File: src/rtl/rtdl_pkg.sv
// Shared defaults for the deadline-urgency grant stage.
// Assumes: every module of the stage takes its sizes from these values.
package rtdl_pkg;
    localparam int unsigned RTDL_MASTERS = 4;
    localparam int unsigned RTDL_CNT_W   = 8;
endpackage

File: src/rtl/rtdl_timer.sv
// Per-master deadline timer: loads the deadline on a request rise and counts
// down to zero while the request is held. Also flags urgency against the
// warning threshold and keeps a sticky violation bit.
// Assumes: the request stays high until the master's transfer is complete.
module rtdl_timer #(
    parameter int unsigned CW = 8
) (
    input  logic          clk,
    input  logic          rst_n,
    input  logic          req_i,
    input  logic [CW-1:0] dl_i,
    input  logic [CW-1:0] warn_i,
    input  logic          clr_i,
    output logic [CW-1:0] cnt_o,
    output logic          urg_o,
    output logic          viol_o
);
    logic          act_q;
    logic [CW-1:0] cnt_q;
    logic          viol_q;
    logic          expired;

    // Remember whether the request was already seen, to detect a rise.
    always_ff @(posedge clk) begin
        if (!rst_n) act_q <= 1'b0;
        else        act_q <= req_i;
    end

    // Load on rise, count down while held, stop at zero, clear when idle.
    always_ff @(posedge clk) begin
        if (!rst_n)              cnt_q <= '0;
        else if (!req_i)         cnt_q <= '0;
        else if (!act_q)         cnt_q <= dl_i;
        else if (cnt_q != '0)    cnt_q <= cnt_q - 1'b1;
    end

    // A tracked request whose time has run out.
    always_comb expired = act_q & req_i & (cnt_q == '0);

    // Sticky violation bit; a set on the same edge overrides a clear.
    always_ff @(posedge clk) begin
        if (!rst_n)       viol_q <= 1'b0;
        else if (expired) viol_q <= 1'b1;
        else if (clr_i)   viol_q <= 1'b0;
    end

    // Urgency: a tracked request at or under its warning line.
    always_comb urg_o = act_q & req_i & (cnt_q <= warn_i);

    assign cnt_o  = cnt_q;
    assign viol_o = viol_q;

    AST_LOAD_ON_RISE: assert property (@(posedge clk) disable iff (!rst_n)
        (req_i && !act_q) |=> (cnt_q == $past(dl_i)));
    AST_COUNT_DOWN: assert property (@(posedge clk) disable iff (!rst_n)
        (act_q && req_i && cnt_q != '0) |=> (cnt_q == $past(cnt_q) - 1'b1));
    AST_IDLE_ZERO: assert property (@(posedge clk) disable iff (!rst_n)
        (!req_i) |=> (cnt_q == '0));
    AST_VIOL_ON_EXPIRY: assert property (@(posedge clk) disable iff (!rst_n)
        (act_q && req_i && cnt_q == '0) |=> viol_q);
    AST_VIOL_STICKY: assert property (@(posedge clk) disable iff (!rst_n)
        (viol_q && !clr_i) |=> viol_q);
endmodule

File: src/rtl/rtdl_pick.sv
// Earliest-deadline picker: among the urgent masters, grant the one with the
// smallest remaining count, choosing the lower index on a tie.
// Assumes: counts come from registers, so this path is a single comparison chain.
module rtdl_pick #(
    parameter int unsigned N  = 4,
    parameter int unsigned CW = 8
) (
    input  logic          clk,
    input  logic          rst_n,
    input  logic [N-1:0]  urg_i,
    input  logic [CW-1:0] cnt_i [N],
    output logic [N-1:0]  gnt_o,
    output logic          gnt_vld_o
);
    localparam int unsigned IW = (N > 1) ? $clog2(N) : 1;

    logic          found;
    logic [CW-1:0] best;
    logic [IW-1:0] sel;

    // Linear scan: a strictly smaller count displaces the current best.
    always_comb begin
        found = 1'b0;
        best  = '0;
        sel   = '0;
        for (int i = 0; i < int'(N); i++) begin
            if (urg_i[i] && (!found || cnt_i[i] < best)) begin
                found = 1'b1;
                best  = cnt_i[i];
                sel   = IW'(i);
            end
        end
    end

    // Expand the chosen index into a one-hot grant.
    always_comb begin
        gnt_o      = '0;
        gnt_o[sel] = found;
    end

    assign gnt_vld_o = found;

    AST_GNT_ONEHOT: assert property (@(posedge clk) disable iff (!rst_n)
        $onehot0(gnt_o));
    AST_VLD_MATCH: assert property (@(posedge clk) disable iff (!rst_n)
        gnt_vld_o == (gnt_o != '0));
    AST_GNT_URGENT: assert property (@(posedge clk) disable iff (!rst_n)
        (gnt_o & ~urg_i) == '0);
    AST_URGENT_SERVED: assert property (@(posedge clk) disable iff (!rst_n)
        (urg_i != '0) |-> gnt_vld_o);

    for (genvar gi = 0; gi < N; gi++) begin : g_row
        for (genvar gj = 0; gj < N; gj++) begin : g_col
            if (gj < gi) begin : g_lo
                AST_TIE_LOW: assert property (@(posedge clk) disable iff (!rst_n)
                    (gnt_o[gi] && urg_i[gj]) |-> (cnt_i[gj] > cnt_i[gi]));
            end else if (gj > gi) begin : g_hi
                AST_MIN_WINS: assert property (@(posedge clk) disable iff (!rst_n)
                    (gnt_o[gi] && urg_i[gj]) |-> (cnt_i[gj] >= cnt_i[gi]));
            end
        end
    end
endmodule

File: src/rtl/edf_rt_guard.sv
// Real-time grant stage: one deadline timer per master feeding an
// earliest-deadline picker. A grant here overrides the weighted stage below.
// Assumes: deadlines and thresholds are packed master 0 in the low bits.
module edf_rt_guard
    import rtdl_pkg::*;
#(
    parameter int unsigned N_MST = RTDL_MASTERS,
    parameter int unsigned CNT_W = RTDL_CNT_W
) (
    input  logic                   clk,
    input  logic                   rst_n,
    input  logic [N_MST-1:0]       req_i,
    input  logic [N_MST*CNT_W-1:0] deadline_i,
    input  logic [N_MST*CNT_W-1:0] warn_i,
    input  logic [N_MST-1:0]       viol_clr_i,
    output logic [N_MST-1:0]       gnt_o,
    output logic                   gnt_vld_o,
    output logic [N_MST-1:0]       viol_o
);
    logic [CNT_W-1:0] cnt   [N_MST];
    logic [N_MST-1:0] urg;

    // One timer per master.
    for (genvar g = 0; g < N_MST; g++) begin : g_tmr
        rtdl_timer #(.CW(CNT_W)) i_tmr (
            .clk    (clk),
            .rst_n  (rst_n),
            .req_i  (req_i[g]),
            .dl_i   (deadline_i[g*CNT_W +: CNT_W]),
            .warn_i (warn_i[g*CNT_W +: CNT_W]),
            .clr_i  (viol_clr_i[g]),
            .cnt_o  (cnt[g]),
            .urg_o  (urg[g]),
            .viol_o (viol_o[g])
        );
    end

    // Earliest-deadline choice among urgent masters.
    rtdl_pick #(.N(N_MST), .CW(CNT_W)) i_pick (
        .clk       (clk),
        .rst_n     (rst_n),
        .urg_i     (urg),
        .cnt_i     (cnt),
        .gnt_o     (gnt_o),
        .gnt_vld_o (gnt_vld_o)
    );

    AST_GNT_NEEDS_REQ: assert property (@(posedge clk) disable iff (!rst_n)
        (gnt_o & ~req_i) == '0);
endmodule

File: config.mk
export PLATFORM = sky130hd
export DESIGN_NAME = edf_rt_guard
export DESIGN_NICKNAME = d
export VERILOG_FILES = /design/src/rtl/rtdl_pkg.sv /design/src/rtl/rtdl_timer.sv /design/src/rtl/rtdl_pick.sv /design/src/rtl/edf_rt_guard.sv
export SDC_FILE = /design/constraint.sdc
export NUM_CORES = 1
export LEC_CHECK = 0
export BUFFER_PORTS_ARGS = -buffer_cell sky130_fd_sc_hd__buf_2
export CAP_MARGIN = 20
export CORE_UTILIZATION = 46
export DETAILED_ROUTE_END_ITERATION = 10
export PLACE_DENSITY = 0.7
export SYNTH_ARGS = -nofsm -noshare
export SYNTH_HDL_FRONTEND = slang
export SYNTH_SLANG_ARGS = --single-unit
File: constraint.sdc
create_clock -name clk -period 14.59 [get_ports clk]
set_input_delay 0 -clock clk [delete_from_list [all_inputs] [get_ports clk]]
set_output_delay 0 -clock clk [all_outputs]
set_load 0.03 [all_outputs]
### After elaboration in Yosys (flattened, before gate mapping)

Index checks and enable logic that the tools add are counted.

* logic and storage cells: 96
* register bits: 40
* input bits: 74
* output and inout bits: 9

* multiplexer cells: 28
* equal/unequal tests: 4
* $lt $le $gt $ge: 9
* bitwise gates (word level): 13
* $add $sub $neg: 4
* reduce and logical (&&, ||, !) cells: 26

Operator list (number)
* $mux 8: 11
* $le 8x8->1: 4
* $logic_not 8->1: 4
* $reduce_bool 8->1: 4
* $sub 8x1->8 const B: 4
* $lt 8x8->1: 3
* $mux 1: 14
* $and 1x1->1: 12
* $ne 2x2->1 const B: 4
* $reduce_and 2->1: 4
* $reduce_bool 2->1: 4
* $and 4x4->4: 1
* $logic_and 1x1->1: 4
* $mux 2: 2
* $logic_not 1->1: 3
* $logic_or 1x1->1: 3
* $lt 2x3->1 const B: 1
* $demux 1 s2: 1
* $ge 2x1->1 const B: 1

### Depth between registers and ports, before layout

* depth in word-level cells: 20
* mapped depth: 32
* depth with buffers taken out: 31

### Hierarchy

A second synthesis with hierarchy kept.

* cells, all modules: 475
* area, all modules: 3896.2 µm²

Modules (own cells, without submodules)
* rtdl_timer: area an instance 759.5 µm², times used 4, seq. area each 200.2 µm², cells an instance 90
* rtdl_pick: area an instance 858.3 µm², times used 1, seq. area each 0.0 µm², cells an instance 115

### Worst setup path after synthesis

No wires, ideal clock.

* kind: flip-flop to output port
* start: register g_tmr[0].i_tmr.cnt_q[1]
* end: output port gnt_o[0]
* setup slack: 7.755 ns
* data arrival time: 6.835 ns
* stages on the path, launching flop included: 32
* required time: 14.590 ns
* path buffers: 2
* cells stage by stage: dfxtp_1 ha_1 nor2b_1 o211ai_1 a21o_1 a31o_2 buf_6 nand2_1 ha_1 a2111o_1 or2_0 a21oi_1 inv_1 a21boi_4 buf_2 a21oi_1 ha_1 a21o_1 a21oi_1 nor2b_1 or4_1 nor2_1 o2bb2ai_4 mux2_2 ha_1 a21o_1 a21o_1 a21oi_1 nand3b_1 a2111oi_0 a211oi_1 nor4bb_1

* longest elaborated chain between the ends: 20
* elaborated cells on any way between the ends: 30
* classes of those cells: 6 x order compare; 12 x mux; 2 x bitwise; 10 x reduce/logical

RTL lines
* start, declared: RTL line rtdl_timer.sv:19 `logic [CW-1:0] cnt_q;`
* start signal, assigned: RTL line rtdl_timer.sv:33 `else if (!act_q) cnt_q <= dl_i;`
* start signal, assigned: RTL line rtdl_timer.sv:34 `else if (cnt_q != '0) cnt_q <= cnt_q - 1'b1;`
* $le 8x8->1: RTL line rtdl_timer.sv:48 `always_comb urg_o = act_q & req_i & (cnt_q <= warn_i);`
* $and 1x1->1: RTL line rtdl_timer.sv:48
* $mux 8 / $mux 1 (equally long branches): RTL line rtdl_pick.sv:27 `if (urg_i[i] && (!found || cnt_i[i] < best)) begin`
* $lt 8x8->1 / $logic_not 1->1 (equally long branches): RTL line rtdl_pick.sv:27
* $logic_or 1x1->1: RTL line rtdl_pick.sv:27
* $logic_and 1x1->1: RTL line rtdl_pick.sv:27
* $mux 8 / $mux 1 (equally long branches): RTL line rtdl_pick.sv:27
* $lt 8x8->1 / $logic_not 1->1 (equally long branches): RTL line rtdl_pick.sv:27
* [... 4 more ...]
* $logic_or 1x1->1: RTL line rtdl_pick.sv:27
* $logic_and 1x1->1: RTL line rtdl_pick.sv:27
* $mux 2: RTL line rtdl_pick.sv:27
* $lt 2x3->1 (implied by the code) / $ge 2x1->1 (equally long branches): RTL line rtdl_pick.sv:38 `gnt_o[sel] = found;`
* $logic_and 1x1->1 (implied by the code): RTL line rtdl_pick.sv:38
* $mux 1 (implied by the code): RTL line rtdl_pick.sv:38
* $demux 1 s2
* $and 4x4->4 (no line) *
* end, declared: RTL line edf_rt_guard.sv:16 `output logic [N_MST-1:0] gnt_o,`

Every way passes the cells marked *; elsewhere a longest branch is shown, timed or not.

### Worst setup path in the final report

* start: register g_tmr[0].i_tmr.cnt_q[1]
* end: output port gnt_o[1]

The elaborated chain is that of the path after synthesis.

==> out/summary.txt <==
Number of vias per cell - 5.33
Worst Max-Slew Pin Slew - 0.664 ns
Core Footprint - 0.00769 sq mm
Clock power frac - 27.8%
Clock Tree Root - clkbuf_8
Cells after Synth - 469
Post-DRT Antenna Nets - 0
FMAX - 132 MHz
First-pass GRT wire length - 15,000 um
Critical Path End Type - output port
Pint - 219 uW
PwrDens - 72.6 mW/mm^2
Initial antenna violation count - 0
Vias - 3,606
Switching power - 108 uW
Maxcap violations - 0
Largest net degree at the start of global routing - 18
Period utilization - 51.8%
Synth async-reset ratio - 0%
Layout cell share with drive strength beyond 1 - 18.1%
Die Area - 0.00825 sq mm
Area Growth Syn to Fin - 23.9%
Hold path startpoint - deadline_i[10]
Post-Syn Area - 0.00363 sq mm
I/O pin count - 83
Seq/Total Area, Yosys - 22.1%
CP Class - reg2out
Worst setup path start - g_tmr[0].i_tmr.cnt_o[1]$_SDFFE_PN0P_
Hold Crit Class - in2reg
Initial Util - 47.2%
Slew Viols, Final - 0
Worst-Skew Late Latency - 0.29 ns
Min Tclk post-route - 7.56 ns
Crit-path slowest cell - a2111oi_0
Final setup fails - 0
# nets final - 705
Final TNS setup - 0 ns
WP data required - 14.59 ns
Number of synthesized flops with an enable pin - 0
Library cells used by synthesis - 53
Final hold vios - 0
Die H - 90.8 um
Post-placement worst setup slack - 7.44 ns
TritonCTS clock tree - yes
Leakage - 2.18 nW
Logic pwr share - 33.6%
Avg Cell Area, Syn - 7.74 sq um
Max Root-Sink Buffers - 2
RSZ-0062 raised after global routing - no
Ys Warns - 0
Cts hold-fix bufs - 30
Synth Flop Type - dfxtp_1
Average wire per standard cell - 13.2 um
Slew Limit Headroom - 55.4%
Syn_nets - 600
Clk slew on worst S/H paths - 0.08 ns
Peak supply drop - 0.0000437 V
Dpl hpwl - 7090 um
Num CTS Buffers - 5
Startpoint Class - flop
Tot GR Track Use - 21.9%
CTS sink count - 40
Initial DRC count - 118
Width of the chip - 90.8 um
H-tree depth - 2
TritonRoute pass-1 iters - 4
Clock Skew - 0.00546 ns
Switching part of the total - 33.0%
Crit-path max cell delay - 0.44 ns
# rows - 32
Origin of the critical flop-to-flop path - g_tmr[1].i_tmr.cnt_o[0]$_SDFFE_PN0P_
DRC errors left - 0
Diode count - 0
CP max FO - 17
Setup slack after layout - 7.03 ns
Vias in the first global route - 3,465
Flop pwr share - 38.6%
Outcome - complete, no violations
Gr ovfl total - 0
Final wirelength - 8910 um
Port bufs - 82
Worst path arrival time - 7.56 ns
Power, Total - 326 uW
Register bit count reported by yosys - 40
Post-CTS setup buffers - 0
Cts repair resizes - 0
GP Congestion - 0.903
placed cells by master, fill, tap and decap left out, types with 3 or more instances in the layout:
cell	count
a2111oi_0	3
a211oi_1	14
a21o_1	9
a21oi_1	40
and2_1	3
buf_2	82
clkbuf_8	5
dfxtp_1	40
dlygate4sd3_1	30
ha_1	57
inv_1	56
mux2_2	8
mux2i_1	9
nand2_1	32
nand2b_1	12
nand3_1	20
nand4_1	5
nor2_1	51
nor2b_1	9
nor3_1	15
nor4_1	4
o21ai_0	10
o22ai_1	3
or3_1	7
xnor2_1	15
xor2_1	4
sequential cells by signal, indices dropped and copies added, names as in the netlist:
| register | count |
|---|---|
| g_tmr.i_tmr.cnt_o | 32 |
| g_tmr.i_tmr.act_q | 4 |
| g_tmr.i_tmr.viol_o | 4 |
through the flow:
stage,cells,area (sq um),hold WS (ns),util [%]
detailed placement,639,4090,0.244,53.2
global placement,639,4090,0.228,53.2
finish,677,4500,0.0103,58.5
CTS,677,4500,0.00277,58.5
global route,677,4500,0.0280,58.5
floorplan,469,3630,0.144,-
kinds of logic (layout without fill, tap and decap cells):
kind of cell	Yosys count	count (layout)	share of synthesized area, %
buffers and inverters	70	176	7.93
XOR/XNOR	19	19	4.59
AO/OA/AOI/OAI	98	98	18.4
adder cells (fa/ha/maj)	57	57	19.7
AND/OR/NAND/NOR	168	168	22.3
multiplexers	17	17	4.97
flip-flops	40	40	22.1
worst paths after layout:
kind                                           to  slack, ns  cells after the start
max                                      gnt_o[1]       7.03                     31
max reg2reg  g_tmr[1].i_tmr.cnt_o[5]$_SDFFE_PN0P_      12.21                      9
min reg2reg    g_tmr[1].i_tmr.viol_o$_SDFFE_PN0P_       0.55                      2
min          g_tmr[1].i_tmr.cnt_o[2]$_SDFFE_PN0P_       0.01                      3
cells in the mapped netlist (all sizes together) (2+ instances only):
cell type / instances / area (sq um)
a32oi: 2 / 17.5
mux2i: 9 / 90.1
xnor2: 15 / 131
nor4: 4 / 25.0
and2: 3 / 18.8
xor2: 4 / 35.0
buf: 7 / 50.0
nand2b: 12 / 75.1
o22ai: 4 / 31.3
nand3: 20 / 100
o211ai: 2 / 15.0
inv: 56 / 210
nand2: 32 / 120
a2111oi: 4 / 41.3
a21o: 9 / 67.6
mux2: 8 / 90.1
clkbuf: 7 / 27.5
or3: 7 / 43.8
a211oi: 14 / 105
dfxtp: 40 / 801
a21oi: 40 / 200
nor3: 15 / 75.1
nand4: 5 / 31.3
a311oi: 2 / 17.5
nor3b: 2 / 15.0
o21ai: 10 / 50.1
ha: 57 / 713
nor2: 51 / 191
nor2b: 9 / 56.3
or2: 2 / 12.5
and3: 2 / 12.5
worst max-delay path: cells and delay by family, from the launching register on:
kind	cells	cell delay, ns
AO/OA/AOI/OAI	15	3.51
AND/OR/NAND/NOR	9	1.52
adder cells (fa/ha/maj)	4	1.17
flip-flops	1	0.42
multiplexers	1	0.38
buffers and inverters	2	0.25
power groups by stage:
| stage | clock, mW | combinational [mW] | sequential, mW |
|---|---|---|---|
| after global routing | 0.0977 | 0.124 | 0.127 |
| after floorplan | 0 | 0.0796 | 0.123 |
| after detailed placement | 0 | 0.103 | 0.128 |
| final | 0.0906 | 0.110 | 0.126 |
| after CTS | 0.0929 | 0.110 | 0.126 |
| after global placement | 0 | 0.100 | 0.128 |
per-layer routing:
layer | GRT usage [%] | routed length [um]
met1 | 27.7 | 4180
met5 | 0 | 0
met3 | 3.03 | 289
met4 | 5.95 | 111
met2 | 38.8 | 4330
cell type report:
type / count / area, sq um
tap: 102 / 128
clock inverter: 2 / 35.0
sequential: 40 / 801
timing repair buffer: 112 / 711
inverter: 56 / 210
clock buffer: 6 / 72.6
fill: 740 / 3190
multi-input combinational: 359 / 2540
No activity file was read; power rests on OpenSTA's default activity.
